--- config.mk ---
export PLATFORM = sky130hd
export DESIGN_NAME = houghPeakFinder
export DESIGN_NICKNAME = d
export VERILOG_FILES = /design/src/rtl/houghPeakPkg.sv /design/src/rtl/hpfControl.sv /design/src/rtl/hpfDatapath.sv /design/src/rtl/houghPeakFinder.sv
export SDC_FILE = /design/constraint.sdc
export NUM_CORES = 1
export LEC_CHECK = 0
export ABC_AREA = 1
export BUFFER_PORTS_ARGS = -buffer_cell sky130_fd_sc_hd__buf_2
export CAP_MARGIN = 5
export CORE_ASPECT_RATIO = 0.9
export CORE_MARGIN = 1.5
export CORE_UTILIZATION = 35
export CTS_BUF_LIST = sky130_fd_sc_hd__clkbuf_4 sky130_fd_sc_hd__clkbuf_8
export DETAILED_ROUTE_END_ITERATION = 10
export PLACE_DENSITY = 0.57
export SLEW_MARGIN = 40
export SYNTH_ARGS = -nofsm -noshare
export SYNTH_HDL_FRONTEND = slang
export SYNTH_SLANG_ARGS = --single-unit
export TNS_END_PERCENT = 20
--- constraint.sdc ---
create_clock -name clk -period 13.55 [get_ports clk]
set_clock_uncertainty 0.05 [all_clocks]
set_input_delay 2.71 -clock clk [delete_from_list [all_inputs] [get_ports clk]]
set_output_delay 2.71 -clock clk [all_outputs]
set_load 0.005 [all_outputs]
--- src/rtl/houghPeakPkg.sv ---
package houghPeakPkg;
  typedef struct packed {
    logic clear;    // new scan accepted: wipe running bests and outputs
    logic capture;  // bank data for capAddr valid this cycle
    logic finish;   // running bests final: produce results
  } hpfStrobes_t;
endpackage

--- src/rtl/hpfControl.sv ---
module hpfControl
  import houghPeakPkg::*;
#(
  parameter int DEPTH  = 16,
  parameter int ADDR_W = $clog2(DEPTH)
) (
  input  logic              clk,
  input  logic              rstN,
  input  logic              start,
  output logic [ADDR_W-1:0] rdAddr,
  output logic [ADDR_W-1:0] capAddr,
  output hpfStrobes_t       strobes,
  output logic              done
);
  typedef enum logic [1:0] {IDLE, SCAN, DRAIN, FINAL} hpfState_t;

  localparam logic [ADDR_W-1:0] LAST_ADDR = ADDR_W'(DEPTH - 1);

  hpfState_t        state;
  logic [ADDR_W-1:0] addrQ;
  logic              validQ;

  always_ff @(posedge clk) begin
    if (!rstN) begin
      state   <= IDLE;
      addrQ   <= '0;
      validQ  <= 1'b0;
      capAddr <= '0;
      done    <= 1'b0;
    end else begin
      validQ  <= (state == SCAN);
      capAddr <= addrQ;
      case (state)
        IDLE: if (start) begin
          state <= SCAN;
          addrQ <= '0;
          done  <= 1'b0;
        end
        SCAN: begin
          if (addrQ == LAST_ADDR) state <= DRAIN;
          else                    addrQ <= addrQ + 1'b1;
        end
        DRAIN: state <= FINAL;
        default: begin
          state <= IDLE;
          done  <= 1'b1;
        end
      endcase
    end
  end

  assign rdAddr          = addrQ;
  assign strobes.clear   = (state == IDLE) && start;
  assign strobes.capture = validQ;
  assign strobes.finish  = (state == FINAL);
endmodule

--- src/rtl/hpfDatapath.sv ---
module hpfDatapath
  import houghPeakPkg::*;
#(
  parameter int NUM_STEPS = 4,
  parameter int ADDR_W    = 4,
  parameter int CNT_W     = 8,
  parameter int ANGLE_W   = 8,
  parameter int STEP_SIZE = 5,
  parameter int B_BASE    = 90,
  parameter int STEP_W    = (NUM_STEPS > 1) ? $clog2(NUM_STEPS) : 1
) (
  input  logic                       clk,
  input  logic                       rstN,
  input  hpfStrobes_t                strobes,
  input  logic [ADDR_W-1:0]          capAddr,
  input  logic [NUM_STEPS*CNT_W-1:0] aData,
  input  logic [NUM_STEPS*CNT_W-1:0] bData,
  output logic                       noLine,
  output logic                       familyB,
  output logic [CNT_W-1:0]           peakCount,
  output logic [ADDR_W-1:0]          distOut,
  output logic [ANGLE_W-1:0]         angleOut
);
  logic [NUM_STEPS*CNT_W-1:0] famData [2];
  logic [CNT_W-1:0]  bestVal  [2];
  logic [ADDR_W-1:0] bestAddr [2];
  logic [STEP_W-1:0] bestStep [2];

  assign famData[0] = aData;
  assign famData[1] = bData;

  for (genvar f = 0; f < 2; f++) begin : g_family
    logic [CNT_W-1:0]  laneVal;
    logic [STEP_W-1:0] laneStep;

    // reduce banks at this address; strict compare keeps the lower step
    always_comb begin
      laneVal  = famData[f][CNT_W-1:0];
      laneStep = '0;
      for (int i = 1; i < NUM_STEPS; i++) begin
        if (famData[f][i*CNT_W +: CNT_W] > laneVal) begin
          laneVal  = famData[f][i*CNT_W +: CNT_W];
          laneStep = STEP_W'(i);
        end
      end
    end

    // running best; strict compare keeps the earlier address
    always_ff @(posedge clk) begin
      if (!rstN || strobes.clear) begin
        bestVal[f]  <= '0;
        bestAddr[f] <= '0;
        bestStep[f] <= '0;
      end else if (strobes.capture && laneVal > bestVal[f]) begin
        bestVal[f]  <= laneVal;
        bestAddr[f] <= capAddr;
        bestStep[f] <= laneStep;
      end
    end
  end

  logic              pickB;
  logic [STEP_W-1:0] winStep;
  logic [ANGLE_W-1:0] baseAngle;

  assign pickB     = bestVal[1] > bestVal[0];
  assign winStep   = pickB ? bestStep[1] : bestStep[0];
  assign baseAngle = pickB ? ANGLE_W'(B_BASE) : '0;

  always_ff @(posedge clk) begin
    if (!rstN || strobes.clear) begin
      noLine    <= 1'b0;
      familyB   <= 1'b0;
      peakCount <= '0;
      distOut   <= '0;
      angleOut  <= '0;
    end else if (strobes.finish) begin
      noLine    <= (bestVal[0] == '0) && (bestVal[1] == '0);
      familyB   <= pickB;
      peakCount <= pickB ? bestVal[1] : bestVal[0];
      distOut   <= pickB ? bestAddr[1] : bestAddr[0];
      angleOut  <= baseAngle + ANGLE_W'(winStep) * ANGLE_W'(STEP_SIZE);
    end
  end
endmodule

--- src/rtl/houghPeakFinder.sv ---
module houghPeakFinder
  import houghPeakPkg::*;
#(
  parameter int NUM_STEPS = 4,
  parameter int DEPTH     = 16,
  parameter int CNT_W     = 8,
  parameter int ANGLE_W   = 8,
  parameter int STEP_SIZE = 5,
  parameter int B_BASE    = 90,
  parameter int ADDR_W    = $clog2(DEPTH)
) (
  input  logic                       clk,
  input  logic                       rstN,
  input  logic                       start,
  input  logic [NUM_STEPS*CNT_W-1:0] aData,
  input  logic [NUM_STEPS*CNT_W-1:0] bData,
  output logic [ADDR_W-1:0]          rdAddr,
  output logic                       done,
  output logic                       noLine,
  output logic                       familyB,
  output logic [CNT_W-1:0]           peakCount,
  output logic [ADDR_W-1:0]          distOut,
  output logic [ANGLE_W-1:0]         angleOut
);
  hpfStrobes_t       strobes;
  logic [ADDR_W-1:0] capAddr;

  hpfControl #(.DEPTH(DEPTH), .ADDR_W(ADDR_W)) u_ctrl (
    .clk(clk), .rstN(rstN), .start(start),
    .rdAddr(rdAddr), .capAddr(capAddr), .strobes(strobes), .done(done)
  );

  hpfDatapath #(
    .NUM_STEPS(NUM_STEPS), .ADDR_W(ADDR_W), .CNT_W(CNT_W),
    .ANGLE_W(ANGLE_W), .STEP_SIZE(STEP_SIZE), .B_BASE(B_BASE)
  ) u_dp (
    .clk(clk), .rstN(rstN), .strobes(strobes), .capAddr(capAddr),
    .aData(aData), .bData(bData),
    .noLine(noLine), .familyB(familyB), .peakCount(peakCount),
    .distOut(distOut), .angleOut(angleOut)
  );
endmodule

==> results of run 1 <==
[cell usage after synthesis (7+ instances only)]
cell and count:
nand3_2 7, dfxtp_1 32, nand4_1 10, inv_1 106, or2_2 15, nand2_1 126, edfxtp_1 28, inv_2 11
clkbuf_1 13, a21oi_1 59, nand2_2 18, o21ai_0 38, ha_1 76, and2_1 12, nand3_1 43, nor2_1 50
o211ai_1 7
[cells in the final DEF (no fill, tap or decap), types with 2 or more instances in the layout]
cell / synthesis / final
nand2_1: 126 / 126
inv_1: 106 / 106
buf_2: 1 / 92
ha_1: 76 / 76
a21oi_1: 59 / 59
nor2_1: 50 / 50
nand3_1: 43 / 43
o21ai_0: 38 / 38
dfxtp_1: 32 / 32
edfxtp_1: 28 / 28
nand2_2: 18 / 18
or2_2: 15 / 15
and2_1: 12 / 12
inv_2: 11 / 11
nand4_1: 10 / 10
clkbuf_8: 0 / 9
o211ai_1: 7 / 7
nand3_2: 7 / 7
nand2_4: 5 / 5
o21bai_1: 4 / 4
nor4_1: 4 / 4
nor2_4: 3 / 3
nor2_2: 3 / 3
nand3b_1: 3 / 3
o22ai_1: 3 / 3
clkinv_2: 0 / 3
clkinv_1: 2 / 2
a211oi_1: 2 / 2
nand4_4: 2 / 2
nand2_8: 2 / 2
nor3_1: 2 / 2
bufinv_16: 0 / 2
[routing by layer]
layer | global-route usage, % | part of all wire, % | wire, um
met4 | 4.396 | 0.96 | 116
met3 | 2.909 | 4.2 | 499
met5 | 0 | 0 | 0
met2 | 23.45 | 41 | 4884
met1 | 24.48 | 54 | 6520
[kinds of logic after synthesis]
logic type | Yosys count | share of synthesized area, %
other | 1 | 0.07296
buffers and inverters | 135 | 10.03
adders and majority gates | 76 | 18.50
AOI/OAI and AO/OA | 117 | 12.39
DFF | 60 | 28.82
and+or+nand+nor | 306 | 30.18
[flip-flops by register name, summed over array words and instances (netlist names)]
name	flops
u_ctrl.done	1
u_ctrl.validQ	1
u_dp.bestStep	4
u_dp.noLine	1
u_dp.bestAddr	8
u_ctrl.state	2
u_ctrl.rdAddr	4
u_dp.distOut	4
u_dp.angleOut	7
u_dp.bestVal	16
u_dp.peakCount	8
u_ctrl.capAddr	4
[area by class of cell]
type	count	area (um2)
multi-input combinational	500	3143
clock buffer	9	123.9
sequential	60	1481
inverter	119	446.7
fill	1528	8164
clock inverter	7	90.09
timing repair buffer	93	467.9
tap	193	241.5
[tightest hold or removal path, delay by kind of cell, from the launching register on]
family                 cells  cell delay [ps]
DFF                        1              330
and+or+nand+nor            1               60
buffers and inverters      1               30
[worst min path at each step]
stage,start,endpoint,slack [ps]
after floorplan,u_ctrl.rdAddr[3]$_SDFFE_PN0P_,u_ctrl.capAddr[3]$_SDFF_PN0_,390
after global placement,u_ctrl.rdAddr[3]$_SDFFE_PN0P_,u_ctrl.capAddr[3]$_SDFF_PN0_,390
after detailed placement,u_ctrl.rdAddr[3]$_SDFFE_PN0P_,u_ctrl.capAddr[3]$_SDFF_PN0_,390
after CTS,u_ctrl.rdAddr[3]$_SDFFE_PN0P_,u_ctrl.capAddr[3]$_SDFF_PN0_,400
after global routing,u_ctrl.rdAddr[3]$_SDFFE_PN0P_,u_ctrl.capAddr[3]$_SDFF_PN0_,420
final,u_ctrl.rdAddr[3]$_SDFFE_PN0P_,u_ctrl.capAddr[3]$_SDFF_PN0_,400
[power by group]
group | leakage, nW | switching, W | internal, W
sequential | 0.563 | 0.0000247 | 0.000229
clock | 0.113 | 0.0000747 | 0.000103
combinational | 2.39 | 0.000271 | 0.000154
[per-stage QoR]
step                      instance area [um2]  total power (W)  worst slack [ps]  utilization, %
after floorplan                          5140        0.0005747              5496               -
after global placement                   5781        0.0006789              4434           40.83
after detailed placement                 5781        0.0006822              4327           40.83
after CTS                                5995        0.0008621              4700           42.34
after global routing                     5995        0.0009405              4073           42.34
final                                    5995        0.0008564              4724           42.34
==> metrics, run 1 <==
Final period util=65.14%; TritonRoute pass-1 iters=4; ys async rst share=0%; hold_ws=399.1 ps; largest net degree at the start of global routing=28; Post-layout nets=926; Starting Density=36.30%; Crit path arrival time=8950 ps; Largest delay share family, worst path=simple AND/OR/NAND/NOR gates; cell row count=41; wire per inst=12.25 um; Max Cap Viol=0; Slew HR=51.66%; I/O Buffers=92; total CTS buffers=9; Diodes inserted=0; gr usage total=16.24%; Routed Antenna Nets=0; Root Buffer=clkbuf_8; pins over their slew limit=0; CTS hold repair buffers=0; global-route wire length before repair=20190 um; Starting DRT DRC Count=213; core box area=14160 um2; CP peak stage delay=600 ps; final hold viol count=0; Main synth FF type=dfxtp_1; ranking of synthesized cells by area=ha_1 (19%), edfxtp_1 (16%), dfxtp_1 (12%); critical path endpoint category=flop; fraction of layout instances using a drive strength above 1=22.46%; CTS tree=yes; RSZ-0062 raised after global routing=no; total grt overflow=0; Mapped Cells=695; Critical-path top delay cell=nand4_1; Top cell by count, worst path=nand2_1; CTS Buffer Depth=2; CTS sink count=60; synth warn=0; Die Ht=118.0 um; syn nets=838; clk slew on worst S/H paths=70 ps; Final setup viols=0; number of synthesized flops with an enable pin=28; Yosys top cell area share=18.50%; crit path to=u_dp.bestStep[1][1]$_SDFFCE_PN0P_; TNS Setup=0 ps; worst r2r src=u_dp.bestVal[0][1]$_SDFFCE_PN0P_; Placed Instances=965; Crit path depth=34; FF-to-FF path depth=15; leading area contributor after synthesis=ha_1; Worst Max-Slew Pin Slew=720.7 ps; Leak Pwr=3.061 nW; Cell variety after synth=37; RePlAce Congestion=0.8157; critical path class=input port to flop; FF-to-FF End=u_dp.angleOut[3]$_SDFFE_PP0N_; die area=15420 um2; Syn-to-layout area delta=16.63%; Hold Path Class=flop to flop; crit-path max FO=17; Seq cells post-synth=60; synthesized area per cell=7.396 um2; DRC Markers=0; # resized after CTS=0; mapped cell area=5140 um2; vias in the first global route=4252; hpwl dp=9923 um; status=completed; Skew-Pair Late Insertion Delay=350 ps; total number of vias=4552; IO Pins=94; Max VDD drop=49.54 uV; vias per cell=4.640; Pwr Density=142.9 nW/um2; post-CTS setup buffer count=0; f_max=113.3 MHz; Critical path origin=bData[7]; Min-Delay Path Depth=2; sequential cell area fraction in the yosys report=28.82%; total wire length=12020 um; WP buf/inv=4; # H-tree levels=3; initial antenna violation count=0; reg2reg setup slack=10570 ps; Final Critical Period=8826 ps; Die Wd=130.7 um; Worst EP required=13670 ps; Layout Cells excl Fill=981; Worst setup SP type=input port
Note: power is estimated with default switching activity, not from simulation.
==> run 2, diff against run 1 <==
Clock period 13.55 ns to 9.2 ns, I/O delays scaled along.
==> run 2 against run 1 <==
- cell count did not move
- first-iteration DRC count rose by 24%
- via count rose by 0.48%
- clock power rose by 39%
- die area did not move
- critical path depth did not move
- sequential power rose by 47%
- sequential share of layout area barely moved
- setup slack got worse by 3400 ps
- highest routed layer unchanged
- sequential cell count did not move
- largest power group unchanged
- worst hold slack improved by 12 ps
==> metrics, run 2 (synthesized netlist as in run 1, its figures left out) <==
FF-to-FF path depth=15 (unchanged); Int Pwr=0.0006931 W (+43%); reg2reg setup slack=6260 ps (-4310 ps); global-route wire length before repair=19780 um (-2.1%); vias per cell=4.663 (+0.48%); Final Critical Period=7923 ps; DRT met1 WL=6352 um (-2.6%); worst r2r src=u_dp.bestVal[0][1]$_SDFFCE_PN0P_; critical path class=input port to flop; fin worst setup slack=1277 ps (-3446 ps); Starting Density=36.30% (unchanged); Root Buffer=clkbuf_8; Starting DRT DRC Count=264 (+24%); DP Worst Slack=912.2 ps (-3414 ps); CTS Buffer Depth=2 (unchanged); Worst setup SP type=input port; Syn-to-layout area delta=16.48%; CTS sink count=60 (unchanged); total grt overflow=0 (unchanged); # resized after CTS=0 (unchanged); Switch Pwr=0.0005501 W (+49%); Crit path arrival time=8040 ps (-910 ps); post-CTS setup buffer count=0 (unchanged); Max VDD drop=70.84 uV (+43%); Die Wd=130.7 um (unchanged); TNS Setup=0 ps (unchanged); FF-to-FF End=u_dp.angleOut[3]$_SDFFE_PP0N_; Top cell by count, worst path=nand2_1; CTS hold repair buffers=0 (unchanged); Top Registers=u_dp.bestVal x16, u_dp.bestAddr x8, u_dp.peakCount x8; RSZ-0062 raised after global routing=no; largest net degree at the start of global routing=28 (unchanged); met2 wire length=4718 um (-3.4%); cell row count=41 (unchanged); sw frac=44.25% (+1.0 points); I/O Buffers=92 (unchanged); commonest non-fill, non-tap cell in the layout=nand2_1; Leak Pwr=3.053 nW (-0.28%); combinational share of power=50.0% (+0.4 points); Worst EP required=9310 ps (-4360 ps); DR WL met3=590 um (+18%); Pwr Density=207.7 nW/um2 (+45%); Final period util=86.12%; core box area=14160 um2 (unchanged); critical path endpoint category=flop; total number of vias=4574 (+0.48%); Final setup viols=0 (unchanged); Top reg by flops=u_dp.bestVal; max reg flops=16 (unchanged); final hold viol count=0 (unchanged); f_max=126.2 MHz; initial antenna violation count=1 (+1); clock network fraction of design power=20.0% (-0.7 points); sequential cell fraction of total power=30.0% (+0.3 points); IO Pins=94 (unchanged); Die Ht=118.0 um (unchanged); Worst Max-Slew Pin Slew=711.4 ps (-9.260 ps); Diodes inserted=0 (unchanged); status=completed; DR top layer=met4; HP Start=u_dp.distOut[2]$_SDFFE_PP0N_; final-layout fill cell count=1502 (-1.7%); DRC Markers=0 (unchanged); pins over their slew limit=0 (unchanged); hpwl dp=9844 um (-0.79%); Max Cap Viol=0 (unchanged); clk slew on worst S/H paths=70 ps (about the same); Hold Path Class=flop to flop; Slew HR=52.43% (+0.77 points); CTS tree=yes; Min-Delay Path Depth=2 (unchanged); RePlAce Congestion=0.8111 (-0.56%); fraction of layout instances using a drive strength above 1=22.46% (unchanged); Critical-path top delay cell=nand4_1; TritonRoute pass-1 iters=4 (unchanged); Hold EP=u_dp.distOut[2]$_SDFFE_PP0N_; Routed Antenna Nets=0 (unchanged); vias in the first global route=4208 (-1.0%); # H-tree levels=3 (unchanged); CP peak stage delay=600 ps (about the same); Skew-Pair Late Insertion Delay=350 ps (about the same); crit-path max FO=17 (unchanged); total CTS buffers=9 (unchanged); wire per inst=12.02 um (-1.9%); gr usage total=15.88% (-0.37 points); most frequent cells in the layout=nand2_1 (126), inv_1 (106), buf_2 (92); Post-layout nets=926 (unchanged); die area=15420 um2 (unchanged); total wire length=11790 um (-1.9%)
-- run 2: cell count changes in the layout (fill, tap and decap cells not counted), sizes merged --
cell	change
inv	+2
bufinv	-1
clkinv	-1
-- run 2: metal layers --
layer	up-vias	GRT usage, %
met3	10	3.318
met1	2002	24.40
met4	0	3.640
met5	-	0
met2	92	22.34
li1	2470	-
-- run 2: critical path, delay by kind of cell --
family / cells / cell delay [ps]
adders and majority gates: 4 / 1180
AOI/OAI and AO/OA: 8 / 1870
buffers and inverters: 4 / 230
and+or+nand+nor: 18 / 2900
-- run 2: area by class of cell --
| cell class | count | area, um2 | share of cell area, % |
|---|---|---|---|
| clock buffers | 9 | 123.9 | 2.069 |
| clock inverters | 7 | 82.58 | 1.379 |
| inverters | 119 | 446.7 | 7.461 |
| multi-input cells | 500 | 3143 | 52.50 |
| flip-flops and latches | 60 | 1481 | 24.74 |
| well taps | 193 | 241.5 | 4.033 |
| repair buffers | 93 | 467.9 | 7.816 |
-- run 2: worst max-delay path by stage --
stage	from	to	slack (ps)	cells past startpoint
floorplan	bData[1]	u_dp.bestVal[1][1]$_SDFFCE_PN0P_	2020	38
global route	bData[1]	u_dp.bestStep[1][1]$_SDFFCE_PN0P_	650	36
global placement	bData[7]	u_dp.bestStep[1][0]$_SDFFCE_PN0P_	930	34
CTS	bData[7]	u_dp.bestStep[1][1]$_SDFFCE_PN0P_	1260	34
detailed placement	bData[7]	u_dp.bestStep[1][1]$_SDFFCE_PN0P_	910	34
finish	bData[7]	u_dp.bestStep[1][1]$_SDFFCE_PN0P_	1280	34
-- run 2: power groups by stage --
stage	logic, W	registers (W)	clock network [W]
6_report	0.000622	0.000373	0.000248
5_1_grt	0.000730	0.000380	0.000268
4_1_cts	0.000626	0.000373	0.000253
3_5_place_dp	0.000624	0.000379	0
3_3_place_gp	0.000620	0.000380	0
2_1_floorplan	0.000478	0.000368	0
-- run 2: through the flow --
step | util (%) | instance area (um2) | power [W] | std cells | hold slack [ps]
global route | 42.29 | 5987 | 0.001378 | 981 | 430.0
floorplan | - | 5140 | 0.0008465 | 695 | 386.3
detailed placement | 40.83 | 5781 | 0.001003 | 965 | 404.5
CTS | 42.29 | 5987 | 0.001252 | 981 | 416.3
finish | 42.29 | 5987 | 0.001243 | 981 | 410.7
global placement | 40.83 | 5781 | 0.001000 | 965 | 398.9
